==> config.mk <==
export PLATFORM = sky130hd
export DESIGN_NAME = l2_refill_ctrl
export DESIGN_NICKNAME = d
export VERILOG_FILES = /design/src/rtl/l2_refill_ctrl.sv
export SDC_FILE = /design/constraint.sdc
export NUM_CORES = 2
export LEC_CHECK = 0
export BUFFER_PORTS_ARGS = -buffer_cell sky130_fd_sc_hd__buf_2
export CAP_MARGIN = 40
export CORE_ASPECT_RATIO = 1.4
export CORE_MARGIN = 5
export CORE_UTILIZATION = 30
export DETAILED_ROUTE_END_ITERATION = 12
export SETUP_SLACK_MARGIN = 0.3
export SLEW_MARGIN = 20
export SYNTH_ARGS = -nofsm -noshare
export SYNTH_HDL_FRONTEND = slang
export SYNTH_MEMORY_MAX_BITS = 65536
export SYNTH_SLANG_ARGS = --single-unit
==> constraint.sdc <==
create_clock -name clk -period 3.9 [get_ports clk]
set_input_delay 0.195 -clock clk [delete_from_list [all_inputs] [get_ports clk]]
set_output_delay 0.195 -clock clk [all_outputs]
set_load 0.02 [all_outputs]
==> src/rtl/l2_refill_ctrl.sv <==
module l2_refill_ctrl #(
  parameter int WORD_W     = 32,
  parameter int ADDR_W     = 16,
  parameter int SUB_WORDS  = 4,
  parameter int LINE_WORDS = 16,
  parameter int SETS       = 8
) (
  input  logic                        clk,
  input  logic                        rst,
  input  logic                        req_valid,
  output logic                        req_ready,
  input  logic [ADDR_W-1:0]           req_addr,
  output logic                        rsp_valid,
  input  logic                        rsp_ready,
  output logic [SUB_WORDS*WORD_W-1:0] rsp_data,
  output logic                        mem_req_valid,
  input  logic                        mem_req_ready,
  output logic [ADDR_W-1:0]           mem_req_addr,
  input  logic                        mem_rd_valid,
  input  logic [WORD_W-1:0]           mem_rd_data
);
  localparam int WSEL_W = $clog2(SUB_WORDS);
  localparam int OFF_W  = $clog2(LINE_WORDS);
  localparam int IDX_W  = $clog2(SETS);
  localparam int TAG_W  = ADDR_W - OFF_W - IDX_W;
  localparam int DEPTH  = SETS * LINE_WORDS;
  localparam int DA_W   = $clog2(DEPTH);
  localparam logic [OFF_W-1:0] LAST_BEAT = OFF_W'(LINE_WORDS - 1);

  typedef enum logic [1:0] {S_IDLE, S_LOOKUP, S_FILL, S_RESP} state_t;

  state_t                   st_q;
  logic [ADDR_W-1:WSEL_W]   addr_q;
  logic [SETS-1:0]          valid_q;
  logic [TAG_W-1:0]         tag_q  [SETS];
  logic [WORD_W-1:0]        data_q [DEPTH];
  logic [OFF_W-1:0]         beat_q;
  logic                     issued_q;

  logic [IDX_W-1:0] idx;
  logic [TAG_W-1:0] tag;
  logic             hit;
  logic             beat_in;
  logic             unused_low;

  assign idx        = addr_q[OFF_W +: IDX_W];
  assign tag        = addr_q[ADDR_W-1 -: TAG_W];
  assign hit        = valid_q[idx] && (tag_q[idx] == tag);
  assign beat_in    = (st_q == S_FILL) && issued_q && mem_rd_valid;
  assign unused_low = ^req_addr[WSEL_W-1:0];

  assign req_ready     = (st_q == S_IDLE);
  assign rsp_valid     = (st_q == S_RESP);
  assign mem_req_valid = (st_q == S_FILL) && !issued_q;
  assign mem_req_addr  = {addr_q[ADDR_W-1:OFF_W], {OFF_W{1'b0}}};

  for (genvar k = 0; k < SUB_WORDS; k++) begin : g_rsp
    localparam logic [WSEL_W-1:0] KW = WSEL_W'(k);
    logic [DA_W-1:0] rd_a;
    assign rd_a = {addr_q[OFF_W+IDX_W-1:WSEL_W], KW};
    assign rsp_data[k*WORD_W +: WORD_W] = data_q[rd_a];
  end

  always_ff @(posedge clk) begin
    if (beat_in) data_q[{idx, beat_q}] <= mem_rd_data;
  end

  always_ff @(posedge clk) begin
    if (rst) begin
      st_q     <= S_IDLE;
      addr_q   <= '0;
      valid_q  <= '0;
      beat_q   <= '0;
      issued_q <= 1'b0;
    end else begin
      case (st_q)
        S_IDLE: if (req_valid) begin
          addr_q <= req_addr[ADDR_W-1:WSEL_W];
          st_q   <= S_LOOKUP;
        end
        S_LOOKUP: begin
          if (hit) st_q <= S_RESP;
          else begin
            valid_q[idx] <= 1'b0;
            beat_q       <= '0;
            issued_q     <= 1'b0;
            st_q         <= S_FILL;
          end
        end
        S_FILL: begin
          if (mem_req_valid && mem_req_ready) issued_q <= 1'b1;
          if (beat_in) begin
            beat_q <= beat_q + 1'b1;
            if (beat_q == LAST_BEAT) begin
              valid_q[idx] <= 1'b1;
              tag_q[idx]   <= tag;
              st_q         <= S_RESP;
            end
          end
        end
        default: if (rsp_ready) st_q <= S_IDLE;
      endcase
    end
  end

  AST_IDLE_EXCL: assert property (@(posedge clk) disable iff (rst)
    req_ready |-> (!rsp_valid && !mem_req_valid));
  AST_RSP_HOLD: assert property (@(posedge clk) disable iff (rst)
    (rsp_valid && !rsp_ready) |=> (rsp_valid && $stable(rsp_data)));
  AST_MEMREQ_HOLD: assert property (@(posedge clk) disable iff (rst)
    (mem_req_valid && !mem_req_ready) |=> (mem_req_valid && $stable(mem_req_addr)));
  AST_MEMREQ_ALIGN: assert property (@(posedge clk) disable iff (rst)
    mem_req_valid |-> (mem_req_addr[OFF_W-1:0] == '0));
  AST_FILL_INVALID: assert property (@(posedge clk) disable iff (rst)
    (st_q == S_FILL) |-> !valid_q[idx]);
  AST_FILL_DONE: assert property (@(posedge clk) disable iff (rst)
    (beat_in && beat_q == LAST_BEAT) |=> (valid_q[idx] && rsp_valid));
  AST_HIT_NO_MEM: assert property (@(posedge clk) disable iff (rst)
    (st_q == S_LOOKUP && hit) |=> (rsp_valid && !mem_req_valid));
endmodule

==> impl_metrics.tcl <==
set metrics [dict create \
    routedWlPerCell_um 29.19 \
    ios 201 \
    yosys_register_bits 4202 \
    dieArea_um2 547500 \
    critPathLaunchType "register" \
    viasPerCell 5.047 \
    grt_start_max_net_pins 116 \
    drt-initial-drc-count 7965 \
    highest_layer "met5" \
    max_cap_violations 0 \
    grt_usage_pct 15.08 \
    finalMaxSlewViolations 0 \
    sw_frac_of_total_pct 23.59 \
    grt_pass1_vias 76652 \
    setup_viol 0 \
    max_freq_mhz 258.6 \
    rsz0062_at_grt "true" \
    hold_viol_final 0 \
    required_ps 3700 \
    setup_tns_ps 0 \
    dieWidth_um 626.8 \
    setup_slack_ps 33.55 \
    cp.arrival_ps 3670 \
    worstPathCellList "buf_12, buf_16, buf_16, buf_6, mux4_2, mux4_2, mux2_4, buf_2" \
    clock_skew_ps 66.11 \
    cts_root_buffer "clkbuf_16" \
    die_h_um 873.5 \
    vias 73373 \
    p_int_w 0.07738 \
    syn_area_per_cell_um2 25.29 \
    overflow 0 \
    layout-drive-gt1-share_pct 38.49 \
    seq_area_frac_synth_pct 78.75 \
    clkPwrFrac_pct 35.4 \
    std_cell_rows 317 \
    cellPowerDensity_nw_per_um2 523.8 \
    wl_met1_mm 156.9 \
    ys_warn_count 0 \
    cts_buffers 375 \
    post-place-ws_ps 606.9 \
    cp_slowest_cell "mux4_2" \
    hpwlAfterDp_mm 228.6 \
    num-nets-final 7288 \
    gp_congestion 0.7377 \
    met2WireLength_mm 225.4 \
    leakagePower_nw 57.93 \
    tightest_slew_ps 1095 \
    firstDrtPassIters 5 \
    synth_area_um2 159800 \
    drc 0 \
    core_area_um2 531500 \
    h-tree-depth 5 \
    area_delta_synth_final_pct 21.00 \
    wl_mm 424.4 \
    port-buffer-count 194 \
    ir_worst_vdd_mv 0.3910 \
    period_needed_ps 3866 \
    regToRegSetupSlack_ps 580 \
    synth_cells 6319 \
    hp-class "in -> reg" \
    fin_crit_sh_pct 99.14 \
    crit_type "reg -> out" \
    wl_met3_mm 25.48 \
    initial_core_util_pct 30.07 \
    min_from "req_valid" \
    yosysUniqueCellTypes 51 \
    cts_buffer_depth 4 \
    pwr-share-comb_pct 15.4 \
    grt_pass1_wl_mm 590.3 \
    ant_nets 0 \
    sequentialPowerShare_pct 49.2 \
    clock_latency_ps 930 \
    cts_sinks 4202 \
    end_kind "primary output" \
    crit_fanout 9 \
    cts_tree "yes" \
    clk_pin_slew_ps 70 \
    nFillCells 47359 \
    switching_power_w 0.02389 \
    grt_antenna_before_repair 13 \
    maxSlewHeadroom_pct 26.98 \
    cpPeakStageDelay_ps 630 \
    status "finished clean" \
]
per-stage QoR:
step | utilization [%] | hold WS, ps | total power (W) | cell area [um2] | instances
final | 36.38 | 158.4 | 0.1013 | 193300 | 14539
after detailed placement | 32.88 | 447.9 | 0.06360 | 174800 | 13557
after global routing | 36.38 | 149.6 | 0.1046 | 193300 | 14532
after floorplan | - | 293.9 | 0.05852 | 159800 | 6322
after CTS | 36.02 | 69.74 | 0.1015 | 191400 | 14460
after global placement | 32.80 | 462.4 | 0.06335 | 174300 | 13538
layer usage:
metal / up-vias / track usage (%)
li1: 29362 / -
met5: - / 0
met3: 659 / 1.771
met4: 2 / 4.808
met1: 40575 / 18.57
met2: 2775 / 27.51
worst paths after layout:
kind	depth (start not counted)	to
worst max-delay path	8	rsp_data[58]
worst min-delay path	4	register
worst min register to register	2	register
worst max register to register	9	register
sequential cells by signal, indices dropped and copies added, names as in the netlist, named ones only:
name and flops:
addr_q 14, beat_q 4, tag_q 72, data_q 4096, issued_q 1, st_q 2
kinds of logic after synthesis:
| logic type | synth area share [%] |
|---|---|
| mux | 19.30 |
| flops | 78.75 |
| buf+inv | 0.9600 |
| xor+xnor | 0.04933 |
| fa+ha+maj | 0.04698 |
| simple gates | 0.6828 |
| compound gates | 0.2036 |
| other cells | 0.002347 |
placed cells by master, fill, tap and decap left out, types with 7 or more instances in the layout:
cell              n
buf_2            60
nand4_1           8
diode_2           9
clkinvlp_4       11
nor2_4          128
mux2_2           27
buf_16          119
edfxtp_1       4168
dlygate4sd3_1    78
nor2_1           13
inv_6             9
mux2_4          102
nand3_1           7
clkinv_2         61
mux2i_1          27
bufbuf_16         7
a21oi_1          18
nand2_1          44
clkbuf_16       413
buf_6           133
buf_12          216
dfxtp_1          29
mux4_2         1293
clkinv_1         82
buf_8            32
xor2_1            9
buf_4           211
bufinv_16        28
clkbuf_1         74
timing repair:
item | 4_1_cts | 5_1_grt
setup endpoints to repair | 128 | 131
hold buffers | 78 | 0
pin swaps | 0 | 1
resized for setup | 385 | 182
hold endpoints to repair | 1892 | 0
buffers inserted | 107 | 26
gates cloned | 57 | 32
area by class of cell:
type	instances	area (um2)	share of cell area (%)
flip-flops and latches	4202	125900	65.09
multi-input cells	1757	33810	17.48
repair buffers	886	13220	6.838
clock buffers	459	9889	5.115
well taps	7018	8781	4.541
clock inverters	202	1747	0.9034
inverters	6	22.52	0.01165
diodes	9	22.52	0.01165
synth_stat cells (all sizes together):
library cell	number	share of area [%]
nand3	11	0.034
o31ai	1	0.013
nor4	3	0.021
nand4b	2	0.011
a31oi	1	0.0078
nand3b	4	0.019
o311ai	6	0.033
o21ai	6	0.021
and2	2	0.0078
nor2	141	0.33
o22ai	1	0.0039
o221ai	1	0.0094
clkbuf	241	0.57
mux4	1293	18
o41ai	7	0.043
nor3b	2	0.0094
or3b	3	0.016
or4	1	0.0047
nand2	48	0.12
or2	4	0.016
edfxtp	4168	78
nand2b	6	0.023
mux2i	27	0.17
nand4	8	0.031
or3	4	0.016
conb	1	0.0023
o32ai	1	0.0055
buf	116	0.38
ha	6	0.047
inv	6	0.014
dfxtp	34	0.43
nor3	3	0.013
nor2b	2	0.0078
and3	1	0.0039
mux2	129	0.91
a211oi	1	0.0047
xor2	9	0.049
a21oi	19	0.062
power groups by stage:
stage | sequential [W] | combinational, W | clock, W
2_1_floorplan | 0.0507 | 0.00782 | 0
3_3_place_gp | 0.0508 | 0.0125 | 0
3_5_place_dp | 0.0508 | 0.0128 | 0
4_1_cts | 0.0498 | 0.0151 | 0.0366
5_1_grt | 0.0498 | 0.0164 | 0.0384
6_report | 0.0498 | 0.0156 | 0.0359
critical path: cells and delay by family, from the launching register on:
| kind | cells | cell delay, ps |
|---|---|---|
| buffers and inverters | 5 | 870 |
| multiplexers | 3 | 1460 |
| flip-flops | 1 | 370 |
Note: power is estimated with default switching activity, not from simulation.
